### src/rtl/sgw_pkg.sv
package sgw_pkg;
  localparam int SGW_ADDR_W     = 32;
  localparam int SGW_DESC_BITS  = 128;
  localparam int SGW_BYTES_W    = 35;

  // flag byte bit positions (decoded by the data mover's convention)
  localparam int FLG_ORDER = 4;
  localparam int FLG_OUT   = 5;
  localparam int FLG_LAST  = 7;

  typedef enum logic [1:0] {
    ERR_ZERO_LEN = 2'd0,
    ERR_CROSS    = 2'd1,
    ERR_DIR      = 2'd2,
    ERR_LONG     = 2'd3
  } sgw_err_e;

  // word 0 in the low bits, little-endian byte order
  typedef struct packed {
    logic [31:0] next;
    logic [7:0]  rsvd;
    logic [7:0]  pkt_len;
    logic [7:0]  mode_byte;
    logic [7:0]  flags;
    logic [31:0] len_units;
    logic [31:0] buf_addr;
  } sgw_desc_t;
endpackage

### src/rtl/sgw_fetch.sv
module sgw_fetch
  import sgw_pkg::*;
#(
  parameter int DATA_W = 32
) (
  input  logic                  clk,
  input  logic                  rst_n,
  input  logic                  go,
  input  logic [SGW_ADDR_W-1:0] base,
  output logic                  rd_valid,
  input  logic                  rd_ready,
  output logic [SGW_ADDR_W-1:0] rd_addr,
  input  logic                  rsp_valid,
  input  logic [DATA_W-1:0]     rsp_data,
  output logic                  desc_valid,
  output sgw_desc_t             desc
);
  localparam int WORDS  = SGW_DESC_BITS / DATA_W;
  localparam int IDX_W  = (WORDS > 1) ? $clog2(WORDS) : 1;
  localparam int STRIDE = DATA_W / 8;

  typedef enum logic [1:0] {F_IDLE, F_REQ, F_WAIT} fetch_st_e;

  fetch_st_e               st_q;
  logic [IDX_W-1:0]        idx_q;
  logic [SGW_ADDR_W-1:0]   base_q;
  logic [SGW_DESC_BITS-1:0] buf_q;

  assign rd_valid = (st_q == F_REQ);
  assign rd_addr  = base_q + SGW_ADDR_W'(int'(idx_q) * STRIDE);
  assign desc     = sgw_desc_t'(buf_q);

  always_ff @(posedge clk) begin
    if (!rst_n) begin
      st_q       <= F_IDLE;
      idx_q      <= '0;
      base_q     <= '0;
      buf_q      <= '0;
      desc_valid <= 1'b0;
    end else begin
      desc_valid <= 1'b0;
      case (st_q)
        F_IDLE: if (go) begin
          base_q <= base;
          idx_q  <= '0;
          st_q   <= F_REQ;
        end
        F_REQ: if (rd_ready) st_q <= F_WAIT;
        F_WAIT: if (rsp_valid) begin
          buf_q[int'(idx_q)*DATA_W +: DATA_W] <= rsp_data;
          if (idx_q == IDX_W'(WORDS-1)) begin
            desc_valid <= 1'b1;
            st_q       <= F_IDLE;
          end else begin
            idx_q <= idx_q + 1'b1;
            st_q  <= F_REQ;
          end
        end
        default: st_q <= F_IDLE;
      endcase
    end
  end
endmodule

### src/rtl/sgw_decode.sv
module sgw_decode
  import sgw_pkg::*;
(
  input  sgw_desc_t              d,
  input  logic                   first,
  input  logic                   dir_ref,
  output logic [SGW_ADDR_W-1:0]  addr,
  output logic [SGW_BYTES_W-1:0] bytes,
  output logic                   outbound,
  output logic                   order,
  output logic [3:0]             mode,
  output logic                   last,
  output logic [SGW_ADDR_W-1:0]  next,
  output logic                   bad,
  output sgw_err_e               code
);
  logic [SGW_BYTES_W-1:0] end_a;
  logic zero_len, crosses, dir_bad;
  logic unused_fields;

  assign addr     = d.buf_addr;
  assign bytes    = {d.len_units, 3'b000};
  assign outbound = d.flags[FLG_OUT];
  assign order    = d.flags[FLG_ORDER];
  assign last     = d.flags[FLG_LAST];
  assign mode     = d.mode_byte[3:0];
  assign next     = d.next;
  assign unused_fields = ^{d.rsvd, d.pkt_len, d.mode_byte[7:4], d.flags[6], d.flags[3:0]};

  assign end_a    = {3'b000, d.buf_addr} + bytes;
  assign zero_len = (d.len_units == '0);
  assign crosses  = (end_a > SGW_BYTES_W'(35'h1_0000_0000));
  assign dir_bad  = !first && (outbound != dir_ref);
  assign bad      = zero_len || crosses || dir_bad;

  always_comb begin
    if (zero_len)     code = ERR_ZERO_LEN;
    else if (crosses) code = ERR_CROSS;
    else              code = ERR_DIR;
  end
endmodule

### src/rtl/sgw_chain_walker.sv
module sgw_chain_walker
  import sgw_pkg::*;
#(
  parameter int DATA_W   = 32,
  parameter int MAX_DESC = 64
) (
  input  logic                   clk,
  input  logic                   rst_n,
  input  logic                   start,
  input  logic [SGW_ADDR_W-1:0]  head_addr,
  output logic                   busy,
  output logic                   rd_valid,
  input  logic                   rd_ready,
  output logic [SGW_ADDR_W-1:0]  rd_addr,
  input  logic                   rsp_valid,
  input  logic [DATA_W-1:0]      rsp_data,
  output logic                   xfer_valid,
  input  logic                   xfer_ready,
  output logic [SGW_ADDR_W-1:0]  xfer_addr,
  output logic [SGW_BYTES_W-1:0] xfer_bytes,
  output logic                   xfer_outbound,
  output logic                   xfer_order,
  output logic [3:0]             xfer_mode,
  input  logic                   xfer_ack,
  output logic                   done,
  output logic                   error,
  output logic [1:0]             err_code
);
  localparam int CNT_W = $clog2(MAX_DESC + 1);

  typedef enum logic [1:0] {W_IDLE, W_FETCH, W_ISSUE, W_ACK} walk_st_e;

  walk_st_e              st_q;
  logic [CNT_W-1:0]      cnt_q;
  logic                  dir_q;
  logic                  fetch_go;
  logic [SGW_ADDR_W-1:0] fetch_base;
  logic                  desc_valid;
  sgw_desc_t             desc;
  logic                  d_last, d_bad;
  logic [SGW_ADDR_W-1:0] d_next;
  sgw_err_e              d_code;
  logic                  at_limit;

  sgw_fetch #(.DATA_W(DATA_W)) fetch_i (
    .clk, .rst_n,
    .go(fetch_go), .base(fetch_base),
    .rd_valid, .rd_ready, .rd_addr,
    .rsp_valid, .rsp_data,
    .desc_valid, .desc
  );

  sgw_decode decode_i (
    .d(desc), .first(cnt_q == '0), .dir_ref(dir_q),
    .addr(xfer_addr), .bytes(xfer_bytes), .outbound(xfer_outbound),
    .order(xfer_order), .mode(xfer_mode), .last(d_last), .next(d_next),
    .bad(d_bad), .code(d_code)
  );

  assign at_limit   = (cnt_q == CNT_W'(MAX_DESC));
  assign fetch_go   = ((st_q == W_IDLE) && start) ||
                      ((st_q == W_ACK) && xfer_ack && !d_last && !at_limit);
  assign fetch_base = (st_q == W_IDLE) ? head_addr : d_next;
  assign xfer_valid = (st_q == W_ISSUE);
  assign busy       = (st_q != W_IDLE);

  always_ff @(posedge clk) begin
    if (!rst_n) begin
      st_q     <= W_IDLE;
      cnt_q    <= '0;
      dir_q    <= 1'b0;
      done     <= 1'b0;
      error    <= 1'b0;
      err_code <= 2'd0;
    end else begin
      done  <= 1'b0;
      error <= 1'b0;
      case (st_q)
        W_IDLE: if (start) begin
          cnt_q <= '0;
          st_q  <= W_FETCH;
        end
        W_FETCH: if (desc_valid) begin
          if (d_bad) begin
            error    <= 1'b1;
            err_code <= d_code;
            st_q     <= W_IDLE;
          end else begin
            if (cnt_q == '0) dir_q <= xfer_outbound;
            cnt_q <= cnt_q + 1'b1;
            st_q  <= W_ISSUE;
          end
        end
        W_ISSUE: if (xfer_ready) st_q <= W_ACK;
        W_ACK: if (xfer_ack) begin
          if (d_last) begin
            done <= 1'b1;
            st_q <= W_IDLE;
          end else if (at_limit) begin
            error    <= 1'b1;
            err_code <= ERR_LONG;
            st_q     <= W_IDLE;
          end else begin
            st_q <= W_FETCH;
          end
        end
        default: st_q <= W_IDLE;
      endcase
    end
  end
endmodule

### config.mk
export PLATFORM = sky130hd
export DESIGN_NAME = sgw_chain_walker
export DESIGN_NICKNAME = d
export VERILOG_FILES = /design/src/rtl/sgw_pkg.sv /design/src/rtl/sgw_fetch.sv /design/src/rtl/sgw_decode.sv /design/src/rtl/sgw_chain_walker.sv
export SDC_FILE = /design/constraint.sdc
export NUM_CORES = 1
export LEC_CHECK = 0
export CAP_MARGIN = 10
export CORE_MARGIN = 2
export CORE_UTILIZATION = 58
export DETAILED_ROUTE_END_ITERATION = 16
export DONT_BUFFER_PORTS = 1
export PLACE_DENSITY_LB_ADDON = 0.1
export SLEW_MARGIN = 25
export SYNTH_ARGS = -nofsm -noshare
export SYNTH_HDL_FRONTEND = slang
export SYNTH_SLANG_ARGS = --single-unit
### constraint.sdc
create_clock -name clk -period 3.3 [get_ports clk]
set_clock_uncertainty 0.05 [all_clocks]
set_input_delay 0.66 -clock clk [delete_from_list [all_inputs] [get_ports clk]]
set_output_delay 0.66 -clock clk [all_outputs]
set_load 0.01 [all_outputs]
======== Word level (Yosys, flattened, before mapping) ========
Cells that the tools add are included.
word-level totals
  word-level logic and storage cells ...... 108
  output and inout port bits .............. 112
  register bits ........................... 179
  bits of input ports ..................... 71
cells by class
  order comparisons ....................... 1
  shift-type cells ........................ 2
  bitwise gates (word level) .............. 1
  eq/ne operators ......................... 20
  multiplexer cells ....................... 39
  add/subtract/negate cells ............... 5
  reduce and logical (&&, ||, !) cells .... 29
operators with widths
  kind                                                                       count
  128-bit bitwise mux                                                        1
  32-bit by 33-bit variable shift with 128-bit output, first input constant  1
  32-bit by 33-bit indexed part select with 128-bit output                   1
  2-bit 2-to-1 mux                                                           18
  32-bit by 35-bit adder with 35-bit output                                  1
  35-bit by 33-bit > comparator with 1-bit output, second input constant     1
  7-bit negator with 33-bit output                                           1
  32-bit by 4-bit adder with 32-bit output                                   1
  32-bit logical NOT                                                         1
  32-bit 2-to-1 mux                                                          1
  7-bit 2-to-1 mux                                                           3
  2-bit != test, second input constant                                       9
  4-bit AND reduction                                                        4
  7-bit case mux with 2 select lines                                         1
  1-bit 2-to-1 mux                                                           10
  3-bit AND reduction                                                        3
  2-bit == test, second input constant                                       4
  2-bit case mux with 2 select lines                                         2
  2-bit case mux with 4 select lines                                         1
  2-bit nonzero test                                                         4
  7-bit by 1-bit adder with 7-bit output, second input constant              1
  7-bit == test, second input constant                                       1
  7-bit logical NOT                                                          1
  2-bit by 1-bit != test with 1-bit output, second input constant            3
  other kinds (12)                                                           23

======== Depth between registers and ports, before layout ========
Gate-level depths: netlist (run 1).
  depth in word-level cells ............... 7
  gate-level depth with buffers ........... 16

======== Hierarchy ========
From an unflattened synthesis (run 1), not the netlist that was laid out.
second synthesis, totals
  cells, all modules ...................... 1398
  area, all modules ....................... 11409.7 sq um
by module, submodules not included
  module            area each (sq um)  times used  cells an instance
  sgw_fetch         7134.3             1           836
  sgw_decode        3098.0             1           429
  sgw_chain_walker  1177.4             1           133

======== Worst setup path after synthesis (run 1) ========
No wires, ideal clock.
  kind .................................... register to register
  from .................................... register fetch_i.buf_q[32] (netlist: fetch_i.desc[32])
  to ...................................... register cnt_q[4]
  slack ................................... 0.046 ns
  period minus slack after synthesis ...... 3.254 ns
  required time ........................... 3.188 ns
  library setup time ...................... 0.062 ns
  cell stages (with the launch flop) ...... 16
  data arrival time ....................... 3.142 ns
  buffers on the path ..................... 1
  cells stage by stage .................... dfxtp_1 -> ha_1 -> inv_1 -> fa_1 -> nor2b_1 -> o31ai_2 -> a211o_1 -> a21oi_1 -> a211oi_1 -> a2111o_1 -> nor4_2 -> a31o_2 -> buf_6 -> nand2_4 -> or4_1 -> nand3_1
between the ends
  cells in the longest elaborated chain, start to end .. 6
RTL lines
  what                                             RTL line                text
  start: declaration                               sgw_fetch.sv:27         logic [SGW_DESC_BITS-1:0] buf_q;
  start signal: indexed assignment                 sgw_fetch.sv:50         buf_q[int'(idx_q)*DATA_W +: DATA_W] <= rsp_data;
  32-bit by 35-bit adder with 35-bit output        sgw_decode.sv:30        assign end_a = {3'b000, d.buf_addr} + bytes;
  35-bit by 33-bit > comparator with 1-bit output  sgw_decode.sv:32        assign crosses = (end_a > SGW_BYTES_W'(35'h1_0000_0000));
  1-bit logical OR * (2 in a row)                  sgw_decode.sv:34        assign bad = zero_len || crosses || dir_bad;
  2-bit != test (no line) *                        n/a
  4-bit AND reduction (no line) *                  n/a
  end signal: assignment                           sgw_chain_walker.sv:90  cnt_q <= cnt_q + 1'b1;
  end: declaration                                 sgw_chain_walker.sv:34  logic [CNT_W-1:0] cnt_q;
Every way passes the cells marked *; elsewhere a longest branch is shown, timed or not.
A chain may end at the register's enable or synchronous reset.

======== Worst setup path after layout (run 1) ========
  from .................................... register fetch_i.buf_q[6] (netlist: fetch_i.desc[6])
  to ...................................... register cnt_q[1]
between the ends
  cells in the longest elaborated chain, start to end .. 6
RTL lines
  what                                             RTL line
  32-bit by 35-bit adder with 35-bit output        sgw_decode.sv:30
  35-bit by 33-bit > comparator with 1-bit output  sgw_decode.sv:32
  1-bit logical OR (2 in a row)                    sgw_decode.sv:34
  2-bit != test (no line)                          n/a
  4-bit AND reduction (no line)                    n/a
No other way between the ends.

==> results of run 1 <==
-- power by group --
| group | switching, W | internal, W |
|---|---|---|
| sequential | 0.0000553 | 0.00191 |
| combinational | 0.000215 | 0.000124 |
| clock | 0.000801 | 0.00126 |
-- cell type report --
cell class / count / area (µm²)
sequential: 154 / 3090
timing repair buffer: 130 / 1028
clock buffer: 23 / 478.0
multi-input combinational: 933 / 5692
tap: 188 / 235.2
clock inverter: 9 / 135.1
inverter: 28 / 107.6
fill: 1255 / 4436
-- sequential cells by signal (all words and copies together) (netlist names), named ones only --
signal / count
err_code: 2
dir_q: 1
done: 1
st_q: 1
fetch_i.desc: 103
fetch_i.desc_valid: 1
fetch_i.st_q: 2
cnt_q: 7
error: 1
fetch_i.idx_q: 2
fetch_i.base_q: 32
-- per-layer routing --
layer	share of wire	vias up
met5	0	-
met4	0.034	0
met3	0.096	52
met2	0.45	424
met1	0.42	4322
li1	-	4424
-- cells by family after synthesis --
logic type / after synthesis / synth area share
AOI/OAI and AO/OA: 300 / 0.2190
muxes: 5 / 0.005666
adders and majority gates: 41 / 0.05832
other: 1 / 0.0004142
xor gates and xnor gates: 41 / 0.03966
buffers and inverters: 116 / 0.05763
DFF: 154 / 0.3405
and+or+nand+nor: 543 / 0.2787
-- timing repair --
action | 4_1_cts | 5_1_grt
pin swaps | 3 | 33
endpoints found under the hold margin | 0 | 0
endpoints found under the setup margin | 20 | 25
setup buffers | 0 | 9
resized for setup | 11 | 40
-- cells in the final DEF, fill, tap and decap left out, types with 6 or more instances in the layout --
| cell type | synthesis | final |
|---|---|---|
| xnor2_1 | 23 | 21 |
| and2_1 | 9 | 8 |
| a21oi_2 | 7 | 11 |
| o211ai_1 | 7 | 7 |
| nand3_1 | 122 | 121 |
| ha_1 | 39 | 37 |
| nor2b_1 | 8 | 6 |
| o21ai_1 | 7 | 6 |
| nand4_1 | 21 | 21 |
| xor2_1 | 18 | 18 |
| dfxtp_1 | 154 | 150 |
| clkbuf_16 | 0 | 17 |
| a21oi_1 | 138 | 134 |
| o21a_1 | 10 | 10 |
| inv_1 | 27 | 24 |
| a311oi_1 | 33 | 33 |
| nor4_1 | 13 | 12 |
| a21o_1 | 12 | 12 |
| nor3_1 | 21 | 19 |
| and3_1 | 9 | 8 |
| buf_4 | 6 | 123 |
| nand2_1 | 228 | 226 |
| a211oi_1 | 9 | 9 |
| or3_1 | 7 | 7 |
| nor2_1 | 74 | 69 |
| o21ai_0 | 20 | 19 |
-- path summary, 6_finish.rpt --
path	startpoint	endpoint	slack [ns]	depth (start not counted)
worst min register to register	fetch_i.desc[99]$_SDFFE_PN0P_	fetch_i.desc[99]$_SDFFE_PN0P_	0.40	2
worst min-delay path	rst_n	fetch_i.st_q[0]$_SDFFE_PN0P_	0.33	1
worst max-delay path	fetch_i.desc[6]$_SDFFE_PN0P_	cnt_q[1]$_SDFFE_PN0P_	-0.1	14
worst max register to register	fetch_i.desc[6]$_SDFFE_PN0P_	cnt_q[1]$_SDFFE_PN0P_	-0.1	14
-- critical path, delay by kind of cell (launching register included) --
| family | cells | cell delay, ns |
|---|---|---|
| AO/OA/AOI/OAI | 7 | 1.55 |
| adder cells (fa/ha/maj) | 1 | 0.35 |
| buffers and inverters | 3 | 0.40 |
| AND/OR/NAND/NOR | 3 | 0.60 |
| flip-flops | 1 | 0.32 |
-- through the flow --
step	total power [W]	hold slack (ns)
global route	0.004492	0.3164
CTS	0.004357	0.3116
detailed placement	0.002326	0.3937
global placement	0.002319	0.3907
floorplan	0.002246	0.3821
finish	0.004360	0.3300
==> results.toml, run 1 <==
[synthesis]
synth_enable_flop_cells = 0
number_of_synthesized_register_bits = 154
synthDominantAreaCellType = "dfxtp_1"
post_synth_inst_count = 1201
share_of_the_yosys_chip_area_belonging_to_registers = 0.3405
synthMostInstantiatedCell = "nand2_1"
netlist.area_leader.share = 0.3405
post_synth.cell_area_avg_um2 = 7.538
mappedNetlistArea_um2 = 9054
synth_area_leaders = "dfxtp_1 34%, nand2_1 9.5%, a21oi_1 7.6%, nand3_1 6.7%, ha_1 5.4%"
dominantRegCellSynth = "dfxtp_1"
yosysUniqueCellTypes = 75
proportion_of_synthesized_flip_flops_having_asynchronous_set_or_reset = 0
yosysWarnings = 0
ys_top_cells_by_count = "228 x nand2_1, 154 x dfxtp_1, 138 x a21oi_1, 122 x nand3_1, 74 x nor2_1"

[power]
pwr_density_cell_nw_per_um2 = 405.0
p_leak_nw = 4.092
irDropWorstVdd_v = 0.0003977

[layout]
insertedDiodeCount = 0
post-route-cell-area_um2 = 10770
share_of_final_layout_standard_cells_stronger_than_drive_strength_1 = 0.1785
syn_to_final_growth_pct = 18.92
nNetsFinal = 1376
instances_no_fill = 1465
final_core_utilization = 0.7082

[clock_tree]
cts.sinks = 154
cts-buffers-inserted = 17
cts_hold_fix_bufs = 0
clockRootBuffer = "clkbuf_16"
cts_tree = "built"
cts.htree.levels = 4
clock_insertion_delay_worst_skew_ns = 0.42
clk_transition_reported_paths_ns = 0.06
clock_tree.buffer_depth = 2

[placed_design]
placement.io_buffers = 0
placed_cells = 1424
routabilityCongestion = 1.008
place_hpwl_mm = 21.54
place_ws_ns = -0.03432
placed_cell_area_um2 = 9838

[setup_path]
worstSetupPathType = "reg -> reg"
start_kind = "flop"
critical-path-slowest-cell = "or4b_1"
critical_path.most_common_cell = "buf_12"
max_fo_critical_path = 7
cpPeakStageDelay_ns = 0.49
critical_path_arrival_ns = 3.67
setup.worst_path.end_class = "flop"
worstPathRequired_ns = 3.57
crit_chain = "ha_1, a21o_1, a21oi_4, a21oi_1, o31ai_4, o21ai_1, or4b_1, a32o_2, buf_4, nand2_4, buf_12, buf_12, nor2_1, a22o_1"

[die]
ios = 183
std_cell_rows = 45
chipHeight_um = 128.9
coreArea_um2 = 15200
initial_core_util = 0.5956
die_area_um2 = 16630
fp.dieW_um = 128.9

[global_route]
grt_use_met3 = 0.09439
globalRoute.busiestLayer = "met2"
antenna_found_initial = 0
first_global_vias = 8345
met2_usage = 0.5303
globalRouteTotalUtil = 0.3424
first_pass_grt_wire_length_mm = 44.74
grt_remaining_overflow = 0
met1_usage = 0.4545
grt_max_degree = 65

[timing]
slew-limit-headroom = 0.4957
final.min_clock_period_ns = 3.399
setup_tns_final_ns = -0.6206
layout_worst_path_cycle_share = 1.030
final-setup-viol-count = 11
unrepaired_setup_endpoints_after_global_routing = "true"
slew_violations = 0
finalWorstSetupSlack_ns = -0.09918
hold_viol_final = 0
clock.fmax_mhz = 294.2
slew_at_the_pin_with_the_worst_max_slew_slack_ns = 0.7548

[detailed_routing]
drcViolationCount = 0
vias_per_cell = 6.295
detailedRoute.firstIterationViolations = 854
tritonroute_pass_1_iters = 6
final_ant_viol_nets = 0
post_drt_wl_per_cell_um = 20.07
drt-total-wl_mm = 29.40
dr_total_vias = 9222

[status]
status = "finished with violations"
failing_checks = "negative setup slack"

[min_path]
hold_path_class = "in -> reg"

[job]
max-cap-violations = 0
Power figures use the tool's default switching activity.
==> run 2: changes to the inputs <==
--- a/config.mk
+++ b/config.mk
@@ -7,10 +7,11 @@
 export LEC_CHECK = 0
 export CAP_MARGIN = 10
 export CORE_MARGIN = 2
-export CORE_UTILIZATION = 58
+export CORE_UTILIZATION = 30
 export DETAILED_ROUTE_END_ITERATION = 16
 export DONT_BUFFER_PORTS = 1
 export PLACE_DENSITY_LB_ADDON = 0.1
+export REMOVE_ABC_BUFFERS = 1
 export SLEW_MARGIN = 25
 export SYNTH_ARGS = -nofsm -noshare
 export SYNTH_HDL_FRONTEND = slang
==> results.toml, run 2 (same netlist as run 1, synthesis figures left out) <==
[layout]
layout.filler_cells = 3118
syn_to_final_growth_pct = 29.52
largest_reg_flops = 103
share_of_final_layout_standard_cells_stronger_than_drive_strength_1 = 0.2461
leading_cell_types_in_the_layout_fill_and_taps_excluded = "224 x nand2_1, 184 x buf_4, 143 x dfxtp_1"
nNetsFinal = 1436
layout.cells.most_common = "nand2_1"

[timing]
slew-limit-headroom = 0.4683
finalWorstSetupSlack_ns = 0.0004494
clock.fmax_mhz = 303.1
final-setup-viol-count = 0
hold_viol_final = 0
unrepaired_setup_endpoints_after_global_routing = "true"
slew_violations = 0
layout_worst_path_cycle_share = 0.9999
slew_at_the_pin_with_the_worst_max_slew_slack_ns = 0.7958
hold-worst-slack_ns = 0.2985
final.min_clock_period_ns = 3.300

[global_route]
globalRouteTotalUtil = 0.2180
met1_usage = 0.2952
first_pass_grt_wire_length_mm = 53.01
grt_max_degree = 65
globalRoute.busiestLayer = "met2"
first_global_vias = 8923
met2_usage = 0.3535
grt_use_met3 = 0.04499
antenna_found_initial = 1
grt_remaining_overflow = 0

[detailed_routing]
vias_per_cell = 5.257
dr_total_vias = 9084
drcViolationCount = 0
detailedRoute.firstIterationViolations = 562
drt-total-wl_mm = 34.55
final_ant_viol_nets = 0
post_drt_wl_per_cell_um = 19.99
tritonroute_pass_1_iters = 4

[job]
max-cap-violations = 0

[die]
ios = 183
std_cell_rows = 63
initial_core_util = 0.3047
chipHeight_um = 177.7
coreArea_um2 = 29720
fp.dieW_um = 177.7
die_area_um2 = 31580

[clock_tree]
cts-buffers-inserted = 17
cts_hold_fix_bufs = 0
cts_tree = "built"
clk_transition_reported_paths_ns = 0.07
clock_tree.buffer_depth = 2
clockRootBuffer = "clkbuf_16"
cts.sinks = 154
cts.htree.levels = 4
clock_insertion_delay_worst_skew_ns = 0.44

[setup_path]
critical_path_arrival_ns = 3.57
worstSetupPathType = "reg -> reg"
max_fo_critical_path = 5
worstPathRequired_ns = 3.57
start_kind = "flop"
setup.worst_path.end_class = "flop"

[power]
p_leak_nw = 4.329
pwr_density_cell_nw_per_um2 = 369.4
irDropWorstVdd_v = 0.0002756

[placed_design]
place_hpwl_mm = 25.84
placement.io_buffers = 0
routabilityCongestion = 0.9209
place_ws_ns = -0.1586

[status]
status = "completed"

[min_path]
hold_path_class = "in -> reg"
[run 2: cell count changes in the layout (fill, tap and decap cells not counted), moves of 3 or more]
cell,delta
inv_6,+4
o21ai_2,+3
buf_4,+61
a21oi_1,-5
dfxtp_1,-7
a21oi_4,+5
dfxtp_2,+8
ha_2,+4
ha_1,-19
clkbuf_1,-3
ha_4,+15
[run 2: final cells by class]
class | instances | area (µm²) | share of cell area
antenna | 1 | 2.502 | 0.0002134
clock buffer | 19 | 452.9 | 0.03863
clock inverter | 13 | 127.6 | 0.01088
inverter | 28 | 107.6 | 0.009176
multi-input combinational | 933 | 5993 | 0.5111
sequential | 154 | 3097 | 0.2641
tap | 390 | 488.0 | 0.04161
timing repair buffer | 190 | 1458 | 0.1243
[run 2: worst paths after layout]
check / from / endpoint / slack, ns / depth (start not counted)
worst max-delay path: fetch_i.desc[17]$_SDFFE_PN0P_ / cnt_q[2]$_SDFFE_PN0P_ / 0.0004 / 13
worst min-delay path: rst_n / err_code[1]$_SDFFE_PN0P_ / 0.30 / 1
worst max register to register: fetch_i.desc[17]$_SDFFE_PN0P_ / cnt_q[2]$_SDFFE_PN0P_ / 0.0004 / 13
worst min register to register: fetch_i.desc[115]$_SDFFE_PN0P_ / fetch_i.desc[115]$_SDFFE_PN0P_ / 0.40 / 2
[run 2: worst max-delay path: stages (launching register included)]
cell	delay (ns)
dfxtp_1	0.40
ha_4	0.23
a21oi_2	0.20
o21a_1	0.18
o22ai_1	0.10
a2111o_1	0.40
a2111oi_4	0.35
nand4_1	0.16
nor4_2	0.22
a31o_2	0.33
nand2_4	0.09
buf_6	0.15
o31ai_4	0.22
a31oi_1	0.10
[run 2: timing repair]
action | CTS | global route
buffers inserted | 5 | 11
gates cloned | 1 | 0
pin swaps | 23 | 34
gates resized for setup | 53 | 58
setup endpoints to repair | 26 | 23
[run 2: power by group]
part / switching (W) / internal, W / total [W]
Sequential: 0.0000548 / 0.00191 / 0.00196
Clock: 0.000908 / 0.00110 / 0.00201
Combinational: 0.000225 / 0.000139 / 0.000364
Total: 0.00119 / 0.00314 / 0.00433
[run 2: metrics by stage]
stage | total power [W] | util | cell area, µm² | std cells | setup TNS [ns]
after floorplan | 0.002230 | - | 8645 | 1115 | -72.91
after global placement | 0.002351 | 0.3523 | 10470 | 1678 | -0.7740
after detailed placement | 0.002354 | 0.3523 | 10470 | 1678 | -0.9216
after CTS | 0.004385 | 0.3818 | 11350 | 1716 | -0.5039
after global routing | 0.004508 | 0.3945 | 11720 | 1727 | -0.8883
final | 0.004331 | 0.3946 | 11730 | 1728 | 0
[run 2: per-layer routing]
metal	routed length, µm	part of all wire
met5	11	0.00032
met4	520	0.015
met3	1603	0.046
met2	16020	0.46
met1	16390	0.47
